===== config.mk =====
export PLATFORM = sky130hd
export DESIGN_NAME = sdp_master
export DESIGN_NICKNAME = d
export VERILOG_FILES = /design/src/rtl/sdp_pkg.sv /design/src/rtl/sdp_addr_map.sv /design/src/rtl/sdp_regs.sv /design/src/rtl/sdp_fsm.sv /design/src/rtl/sdp_master.sv
export SDC_FILE = /design/constraint.sdc
export NUM_CORES = 1
export LEC_CHECK = 0
export BUFFER_PORTS_ARGS = -buffer_cell sky130_fd_sc_hd__clkbuf_2
export CAP_MARGIN = 0
export CORE_MARGIN = 10
export CORE_UTILIZATION = 35
export CTS_CLUSTER_SIZE = 25
export DETAILED_ROUTE_END_ITERATION = 8
export GPL_TIMING_DRIVEN = 1
export RECOVER_POWER = 50
export SYNTH_ARGS = -nofsm -noshare
export SYNTH_HDL_FRONTEND = slang
export SYNTH_SLANG_ARGS = --single-unit

===== constraint.sdc =====
create_clock -name clk -period 2.89 [get_ports clk]
set_input_delay 0.4335 -clock clk [delete_from_list [all_inputs] [get_ports clk]]
set_output_delay 0.4335 -clock clk [all_outputs]
set_load 0.05 [all_outputs]

===== src/rtl/sdp_pkg.sv =====
package sdp_pkg;
   localparam int REG_AW = 3;
   localparam int CMD_W  = 4;

   localparam logic [REG_AW-1:0] OFS_ADDR  = 3'd0;
   localparam logic [REG_AW-1:0] OFS_WDATA = 3'd1;
   localparam logic [REG_AW-1:0] OFS_RDATA = 3'd2;
   localparam logic [REG_AW-1:0] OFS_CTRL  = 3'd3;
   localparam logic [REG_AW-1:0] OFS_STAT  = 3'd4;
   localparam logic [REG_AW-1:0] OFS_CLR   = 3'd5;

   localparam int CTL_BE_LSB = 4;
   localparam int CTL_START  = 9;
   localparam int CTL_DONE   = 10;

   typedef enum logic [1:0] {ST_IDLE, ST_REQ, ST_XFER} mst_state_t;

   function automatic logic is_cfg0(input logic [CMD_W-1:0] cmd, input logic [1:0] alo);
      return (cmd[3:1] == 3'b101) && (alo == 2'b00);
   endfunction
endpackage


===== src/rtl/sdp_addr_map.sv =====
module sdp_addr_map #(
   parameter int AW      = 32,
   parameter int DEV_LSB = 11,
   parameter int DEV_W   = 5
) (
   input  logic [AW-1:0]              addr_in,
   input  logic [sdp_pkg::CMD_W-1:0]  cmd,
   output logic [AW-1:0]              addr_out
);
   localparam int SEL_W = AW - DEV_LSB;

   logic [DEV_W-1:0] dev;
   logic [SEL_W-1:0] sel;

   assign dev = addr_in[DEV_LSB +: DEV_W];

   for (genvar i = 0; i < SEL_W; i++) begin : g_sel
      assign sel[i] = (dev == DEV_W'(i));
   end

   assign addr_out = sdp_pkg::is_cfg0(cmd, addr_in[1:0]) ?
                     {sel, addr_in[DEV_LSB-1:0]} : addr_in;
endmodule


===== src/rtl/sdp_regs.sv =====
module sdp_regs #(
   parameter int DW = 32,
   parameter int AW = 32
) (
   input  logic                        clk,
   input  logic                        rst,
   input  logic                        reg_we,
   input  logic [sdp_pkg::REG_AW-1:0]  reg_addr,
   input  logic [DW/8-1:0]             reg_be,
   input  logic [DW-1:0]               reg_wdata,
   output logic [DW-1:0]               reg_rdata,
   input  logic                        busy,
   input  logic                        launch,
   input  logic                        finish,
   input  logic                        fin_abort,
   input  logic                        cap_en,
   input  logic [DW-1:0]               bus_rdata,
   output logic [AW-1:0]               addr_q,
   output logic [DW-1:0]               wdata_q,
   output logic [sdp_pkg::CMD_W-1:0]   cmd_q,
   output logic [DW/8-1:0]             be_q,
   output logic                        start_q,
   output logic                        done_q,
   output logic                        err_q
);
   import sdp_pkg::*;
   localparam int BE_W = DW / 8;

   logic [DW-1:0] rdata_q;
   logic          wr_addr, wr_wdata, wr_ctrl, wr_clr;

   assign wr_addr  = reg_we && (reg_addr == OFS_ADDR);
   assign wr_wdata = reg_we && (reg_addr == OFS_WDATA);
   assign wr_ctrl  = reg_we && (reg_addr == OFS_CTRL);
   assign wr_clr   = reg_we && (reg_addr == OFS_CLR);

   for (genvar b = 0; b < BE_W; b++) begin : g_lane
      always_ff @(posedge clk) begin
         if (rst)                        wdata_q[8*b +: 8] <= '0;
         else if (wr_wdata && reg_be[b]) wdata_q[8*b +: 8] <= reg_wdata[8*b +: 8];
      end
   end

   always_ff @(posedge clk) begin
      if (rst) begin
         addr_q  <= '0;
         cmd_q   <= '0;
         be_q    <= '0;
         start_q <= 1'b0;
         done_q  <= 1'b0;
         err_q   <= 1'b0;
         rdata_q <= '0;
      end else begin
         if (wr_addr && (&reg_be)) addr_q <= reg_wdata[AW-1:0];
         if (wr_ctrl && reg_be[0]) begin
            cmd_q <= reg_wdata[CMD_W-1:0];
            be_q  <= reg_wdata[CTL_BE_LSB +: BE_W];
         end
         if (launch)
            start_q <= 1'b0;
         else if (wr_ctrl && reg_be[1] && reg_wdata[CTL_START] && !busy && !start_q)
            start_q <= 1'b1;
         if (finish) begin
            done_q <= 1'b1;
            if (fin_abort) err_q <= 1'b1;
         end else if (wr_clr) begin
            done_q <= 1'b0;
            err_q  <= 1'b0;
         end
         if (cap_en) rdata_q <= bus_rdata;
      end
   end

   always_comb begin
      reg_rdata = '0;
      unique case (reg_addr)
         OFS_ADDR:  reg_rdata[AW-1:0] = addr_q;
         OFS_WDATA: reg_rdata = wdata_q;
         OFS_RDATA: reg_rdata = rdata_q;
         OFS_CTRL: begin
            reg_rdata[CMD_W-1:0]            = cmd_q;
            reg_rdata[CTL_BE_LSB +: BE_W]   = be_q;
            reg_rdata[CTL_START]            = start_q;
            reg_rdata[CTL_DONE]             = done_q;
         end
         OFS_STAT: reg_rdata[1:0] = {err_q, done_q};
         default:  reg_rdata = '0;
      endcase
   end
endmodule


===== src/rtl/sdp_fsm.sv =====
module sdp_fsm #(
   parameter int DW = 32,
   parameter int AW = 32
) (
   input  logic                       clk,
   input  logic                       rst,
   input  logic                       start_q,
   input  logic [AW-1:0]              map_addr,
   input  logic [sdp_pkg::CMD_W-1:0]  cmd_q,
   input  logic [DW/8-1:0]            be_q,
   input  logic [DW-1:0]              wdata_q,
   input  logic                       bus_gnt,
   input  logic                       bus_ready,
   input  logic                       bus_retry,
   input  logic                       bus_abort,
   output logic                       launch,
   output logic                       busy,
   output logic                       finish,
   output logic                       fin_abort,
   output logic                       cap_en,
   output logic                       bus_req,
   output logic                       bus_valid,
   output logic [AW-1:0]              bus_addr,
   output logic [sdp_pkg::CMD_W-1:0]  bus_cmd,
   output logic [DW/8-1:0]            bus_be,
   output logic [DW-1:0]              bus_wdata
);
   import sdp_pkg::*;

   mst_state_t state;

   assign launch    = (state == ST_IDLE) && start_q;
   assign busy      = (state != ST_IDLE);
   assign bus_req   = busy;
   assign bus_valid = (state == ST_XFER);
   assign finish    = bus_valid && (bus_ready || bus_abort);
   assign fin_abort = bus_valid && bus_abort;
   assign cap_en    = bus_valid && bus_ready && !bus_abort && !bus_cmd[0];

   always_ff @(posedge clk) begin
      if (rst) begin
         state     <= ST_IDLE;
         bus_addr  <= '0;
         bus_cmd   <= '0;
         bus_be    <= '0;
         bus_wdata <= '0;
      end else begin
         unique case (state)
            ST_IDLE: if (start_q) begin
               state     <= ST_REQ;
               bus_addr  <= map_addr;
               bus_cmd   <= cmd_q;
               bus_be    <= be_q;
               bus_wdata <= wdata_q;
            end
            ST_REQ:  if (bus_gnt) state <= ST_XFER;
            ST_XFER: begin
               if (bus_abort || bus_ready) state <= ST_IDLE;
               else if (bus_retry)         state <= ST_REQ;
            end
            default: state <= ST_IDLE;
         endcase
      end
   end
endmodule


===== src/rtl/sdp_master.sv =====
module sdp_master #(
   parameter int DW      = 32,
   parameter int AW      = 32,
   parameter int DEV_LSB = 11,
   parameter int DEV_W   = 5
) (
   input  logic          clk,
   input  logic          rst,
   input  logic          reg_we,
   input  logic [2:0]    reg_addr,
   input  logic [3:0]    reg_be,
   input  logic [31:0]   reg_wdata,
   output logic [31:0]   reg_rdata,
   output logic          bus_req,
   input  logic          bus_gnt,
   output logic          bus_valid,
   output logic [31:0]   bus_addr,
   output logic [3:0]    bus_cmd,
   output logic [3:0]    bus_be,
   output logic [31:0]   bus_wdata,
   input  logic [31:0]   bus_rdata,
   input  logic          bus_ready,
   input  logic          bus_retry,
   input  logic          bus_abort
);
   localparam int BE_W  = DW / 8;
   localparam int SEL_W = AW - DEV_LSB;

   if (DW != 32 || AW != 32)
      $error("sdp_master: ports are fixed at 32 bits");
   if (DEV_LSB + DEV_W > AW || DEV_LSB < 2)
      $error("sdp_master: device field out of range");
   if (SEL_W > (1 << DEV_W))
      $error("sdp_master: select field wider than device decode");
   if (sdp_pkg::CTL_BE_LSB + BE_W > sdp_pkg::CTL_START)
      $error("sdp_master: byte-enable field overlaps start bit");

   logic [AW-1:0]              addr_q, map_addr;
   logic [DW-1:0]              wdata_q;
   logic [sdp_pkg::CMD_W-1:0]  cmd_q;
   logic [BE_W-1:0]            be_q;
   logic start_q, done_q, err_q;
   logic launch, busy, finish, fin_abort, cap_en;

   sdp_regs #(.DW(DW), .AW(AW)) u_regs (
      .clk(clk), .rst(rst), .reg_we(reg_we), .reg_addr(reg_addr), .reg_be(reg_be),
      .reg_wdata(reg_wdata), .reg_rdata(reg_rdata), .busy(busy), .launch(launch),
      .finish(finish), .fin_abort(fin_abort), .cap_en(cap_en), .bus_rdata(bus_rdata),
      .addr_q(addr_q), .wdata_q(wdata_q), .cmd_q(cmd_q), .be_q(be_q),
      .start_q(start_q), .done_q(done_q), .err_q(err_q)
   );

   sdp_addr_map #(.AW(AW), .DEV_LSB(DEV_LSB), .DEV_W(DEV_W)) u_map (
      .addr_in(addr_q), .cmd(cmd_q), .addr_out(map_addr)
   );

   sdp_fsm #(.DW(DW), .AW(AW)) u_fsm (
      .clk(clk), .rst(rst), .start_q(start_q), .map_addr(map_addr), .cmd_q(cmd_q),
      .be_q(be_q), .wdata_q(wdata_q), .bus_gnt(bus_gnt), .bus_ready(bus_ready),
      .bus_retry(bus_retry), .bus_abort(bus_abort), .launch(launch), .busy(busy),
      .finish(finish), .fin_abort(fin_abort), .cap_en(cap_en), .bus_req(bus_req),
      .bus_valid(bus_valid), .bus_addr(bus_addr), .bus_cmd(bus_cmd), .bus_be(bus_be),
      .bus_wdata(bus_wdata)
   );
endmodule


# == After elaboration in Yosys (flattened, before gate mapping) ==
# Index checks and enable logic that the tools add are counted.
# W data, S select, Z words.
# totals
reg_bits,181
input_bits,78
output_inout_bits,106
wordCells,100
# classes
n_eq_ne,32
n_mux,15
reduce_logical,37
# ops
op,n
$pmux W21 S3,1
$eq A5 B4 Y1 const B,8
$mux W32,1
$eq A5 B5 Y1 const B,5
$pmux W6 S4,1
$logic_and A1 B1 Y1,21
$eq A5 B3 Y1 const B,4
$eq A5 B2 Y1 const B,2
$pmux W2 S5,1
$eq A3 B3 Y1 const B,3
$mux W2,4
$pmux W2 S4,1
$eq A3 B2 Y1 const B,2
$pmux W2 S3,1
$eq A5 B1 Y1 const B,1
$logic_not A5 Y1,1
$logic_not A1 Y1,4
$logic_not A2 Y1,2
$mux W1,4
$ne A2 B2 Y1 const B,2
$reduce_and A2 Y1,2
$reduce_and A4 Y1,1
$reduce_bool A2 Y1,2
$eq A3 B1 Y1 const B,1
other kinds (9),9

# == Depth between registers and ports, before layout ==
# logic_depth
word_depth,6
mapped_depth,6
mapped_depth_nobuf,3

# == Cells and area by module ==
# A second synthesis with hierarchy kept.
# hier_totals
hier_cells,905
area_unflattened_um2,8476.9
# modules_own_cells
module,n_inst,cells_each,area_each_um2,seq_area_each_um2
sdp_regs,1,503,5282.6,2142.1
sdp_fsm,1,330,2635.0,1481.4
sdp_addr_map,1,72,559.3,0.0

# == Worst setup path after synthesis ==
# Ideal clock, no wire load.
# synth_timing
path_type,input to output
from,input port reg_addr[1]
to,output port reg_rdata[0]
arrival_time_ns,2.157
t_required_ns,2.457
setup_slack_ns,0.299
path_stages,4
path_buffers,3
cell_sequence,buf_6 > buf_4 > buf_2 > o32ai_1
# synth_via
elab_chain_cells,2
elab_cells_between_ends,6
cone_classes,eq/ne: 4; mux: 1; reduce/logical: 1
# synth_rtl
element,line,source
"start, declared",sdp_master.sv:10,"input logic [2:0] reg_addr,"
"$eq A3 B3 Y1, or another cell as far along",sdp_regs.sv:76,unique case (reg_addr)
$pmux W2 S5 *,sdp_regs.sv:76,
"end, declared",sdp_master.sv:13,"output logic [31:0] reg_rdata,"
# Every way passes the cells marked *; elsewhere a longest branch is shown, timed or not.

# == Worst setup path in the final report ==
# layout_timing
from,input port reg_addr[2]
to,register u_regs.wdata_q[24]
# layout_via
elab_chain_cells,3
# layout_rtl
element,line,source
$eq A3 B1 Y1,sdp_regs.sv:33,assign wr_wdata = reg_we && (reg_addr == OFS_WDATA);
$logic_and A1 B1 Y1,sdp_regs.sv:33,
$logic_and A1 B1 Y1,sdp_regs.sv:40,else if (wr_wdata && reg_be[b]) wdata_q[8*b +: 8] <= reg_wdata[8*b +: 8];
"end signal, assigned by index",sdp_regs.sv:40,
"end, declared",sdp_regs.sv:19,"output logic [DW-1:0] wdata_q,"
# Every way passes these cells.
# A chain may end at the register's enable or synchronous reset.

==> impl_metrics.env <==
export IMPL_setup_tns_ns=0
export IMPL_cp_slowest_cell="clkbuf_1"
export IMPL_area_delta_synth_final_pct=23.91
export IMPL_io_buffer_count=183
export IMPL_clk_pin_slew_worst_paths_ns=0.07
export IMPL_gp_congestion=0.8065
export IMPL_drt_first_pass_iters=4
export IMPL_period_share_pct=84.74
export IMPL_ys_ff_latch=181
export IMPL_cpMostUsedCell="clkbuf_1"
export IMPL_placed_cells=1276
export IMPL_viasPerCell=5.777
export IMPL_wl_met3_um=1963
export IMPL_track_usage_pct=19.79
export IMPL_maxCapViolations=0
export IMPL_grt_overflow_total=0
export IMPL_pin_count=184
export IMPL_cpPeakStageDelay_ns=0.85
export IMPL_htreeDepth=4
export IMPL_synthArstFlopShare_pct=0
export IMPL_synth_cell_types=42
export IMPL_clkPwrFrac_pct=45.1
export IMPL_fillers=2265
export IMPL_clock_skew_ns=0.01060
export IMPL_wirelength_um=29680
export IMPL_yosys_warnings=0
export IMPL_vias=7574
export IMPL_finalSetupViolations=0
export IMPL_synthCells=874
export IMPL_startpoint_type="input port"
export IMPL_cts_resized=0
export IMPL_intPower_mw=3.843
export IMPL_instances_no_fill=1311
export IMPL_path_class="input port to register"
export IMPL_crit_arrival_ns=2.81
export IMPL_postSynthAreaPerCell_sq_um=9.138
export IMPL_post_route_min_period_ns=2.449
export IMPL_dieWidth_um=171.1
export IMPL_critical_path_required_ns=3.25
export IMPL_wl_met2_um=13920
export IMPL_cts_path_max_buffers=2
export IMPL_seqPwrFrac_pct=48.5
export IMPL_postCtsHoldBufs=0
export IMPL_rsz0062_at_grt="no"
export IMPL_synth_edf_count=0
export IMPL_syn_nets=952
export IMPL_power_switching_mw=1.331
export IMPL_max_freq_mhz=408.3
export IMPL_irDropWorstVdd_uv=336.8
export IMPL_numCtsBuffers=17
export IMPL_m1WireLength_um=13280
export IMPL_ant_nets=0
export IMPL_grt_pass1_vias=7417
export IMPL_cp_cell_sequence="clkbuf_1, buf_4, nand4bb_1, clkbuf_1, o21ai_0, a21oi_1"
export IMPL_cellPowerDensity_nw_per_um2=522.8
export IMPL_hpwlAfterDp_um=20910
export IMPL_maxSlewHeadroom_pct=0.6674
export IMPL_leakage_nw=3.604
export IMPL_drt_initial_drc_count=717
export IMPL_switching_share_pct=25.73
export IMPL_grt_pass1_wl_um=45020
export IMPL_hold_path_class="input port to register"
export IMPL_final_util_pct=43.84
export IMPL_insertion_delay_ns=0.44
export IMPL_worst_pin_slew_ns=1.490
export IMPL_synth_seq_area_share_pct=45.37
export IMPL_crit_path_max_fanout=19
export IMPL_dieArea_sq_um=29260
export IMPL_cts_setup_buffers=0
export IMPL_cts_sinks=181
export IMPL_drive_gt1_share_pct=20.63
export IMPL_rows=55
export IMPL_synthFlopType="dfxtp_1"
export IMPL_final_nets=1088
export IMPL_cts_tree="yes"
export IMPL_grt_max_degree=110
export IMPL_comb_power_share_pct=6.4
export IMPL_maxSlewViolCount=0
export IMPL_die_y_um=171.1
export IMPL_initial_core_util_pct=35.38
export IMPL_finalHoldViolations=0
export IMPL_crit_path_end_kind="register"
export IMPL_syn_area_sq_um=7986
export IMPL_drc=0
export IMPL_wl_per_cell_um=22.64
export IMPL_status="finished, final reports clean"
export IMPL_core_sq_um=22570
export IMPL_top_layer="met4"
export IMPL_ctsRootBufferMaster="clkbuf_16"
export IMPL_antenna_found_initial=3
-- layout make-up --
| type | count | area [sq um] | area share, % |
|---|---|---|---|
| multi-input combinational | 585 | 3866 | 39.07 |
| sequential | 181 | 3623 | 36.62 |
| timing repair buffer | 216 | 1423 | 14.38 |
| clock buffer | 18 | 439.2 | 4.438 |
| tap | 285 | 356.6 | 3.603 |
| clock inverter | 14 | 146.4 | 1.479 |
| inverter | 9 | 33.78 | 0.3414 |
| antenna | 3 | 7.507 | 0.07586 |
-- state kept, by name (all words and copies together), names as in the netlist --
register / cells
u_regs.start_q: 1
u_regs.be_q: 4
u_regs.addr_q: 32
u_regs.done_q: 1
u_fsm.bus_addr: 32
u_fsm.bus_wdata: 32
u_regs.wdata_q: 32
u_fsm.bus_be: 4
u_regs.rdata_q: 32
u_regs.cmd_q: 4
u_regs.err_q: 1
u_fsm.bus_cmd: 4
u_fsm.state: 2
-- cells in the mapped netlist (3+ instances only) --
cell type	instances	area (sq um)
o211ai_2	20	250.2
nor2b_1	13	81.33
nand2_1	4	15.01
nor3b_1	3	22.52
nand4b_1	3	26.28
nand3_1	127	635.6
nor2_1	25	93.84
clkbuf_1	44	165.2
a22o_1	51	446.7
inv_1	9	33.78
buf_1	7	26.28
buf_2	38	190.2
nand4_1	21	131.4
mux4_2	9	202.7
mux2i_1	24	240.2
o21ai_0	61	305.3
dfxtp_1	181	3623
a2bb2oi_1	22	192.7
o21ai_1	45	225.2
o211ai_1	22	165.2
a21oi_1	109	545.5
buf_6	9	101.4
-- kinds of logic after synthesis --
family / count (synthesis) / share of synthesized area [%]
simple gates: 215 / 15.12
compound gates: 337 / 27.40
flops: 181 / 45.37
buf+inv: 108 / 6.564
mux: 33 / 5.546
-- power by group through the flow --
| stage | Clock (mW) | Sequential (mW) | Combinational [mW] |
|---|---|---|---|
| after floorplan | 0 | 2.57 | 0.178 |
| after global placement | 0 | 2.57 | 0.328 |
| after detailed placement | 0 | 2.57 | 0.329 |
| after CTS | 2.35 | 2.51 | 0.330 |
| after global routing | 2.46 | 2.51 | 0.350 |
| final | 2.33 | 2.51 | 0.330 |
-- metrics by stage --
step	setup WS [ns]	hold WS, ns	total power [mW]	area [sq um]
after floorplan	0.2991	0.4404	2.743	7986
after global placement	0.5091	0.4582	2.898	9418
after detailed placement	0.4936	0.4633	2.899	9418
after CTS	0.4918	0.2195	5.196	10000
after global routing	0.2374	0.2199	5.326	9893
final	0.4409	0.2233	5.174	9896
-- cell usage in the layout (no fill, tap or decap), types with 3 or more instances in the layout --
cell type     n
dfxtp_1     181
nand3_1     127
a21oi_1     109
clkbuf_2     89
clkbuf_1     77
o21ai_0      71
a22o_1       51
o21ai_1      35
nor2_1       25
buf_4        25
buf_12       25
mux2i_1      24
a2bb2oi_1    22
o211ai_1     22
nand4_1      21
o211ai_2     20
clkbuf_16    17
nor2b_1      12
mux4_2        9
inv_1         9
nand2_1       4
inv_6         4
diode_2       3
nor3b_1       3
nand4b_1      3
clkinvlp_4    3
clkinv_4      3
-- routing by layer --
metal	vias to the layer above	global-route usage (%)
met3	26	4.516
li1	3563	-
met5	-	0
met1	3725	25.96
met4	0	6.238
met2	260	31.52
-- worst max-delay path, delay by kind of cell --
family / cells / cell delay, ns
and+or+nand+nor: 1 / 0.17
AOI/OAI and AO/OA: 2 / 0.36
buffers and inverters: 3 / 1.83
-- path summary, 6_finish.rpt --
kind                            slack (ns)                               to                      startpoint  cells past startpoint
worst min register to register        0.48   u_regs.rdata_q[6]$_SDFFE_PP0P_  u_regs.rdata_q[6]$_SDFFE_PP0P_                      2
worst min-delay path                  0.22  u_regs.rdata_q[30]$_SDFFE_PP0P_                   bus_rdata[30]                      3
worst max-delay path                  0.44  u_regs.wdata_q[24]$_SDFFE_PP0P_                     reg_addr[2]                      6
worst max register to register        0.66  u_regs.rdata_q[21]$_SDFFE_PP0P_   u_fsm.bus_cmd[0]$_SDFFE_PP0P_                      3
Power figures use the tool's default switching activity.
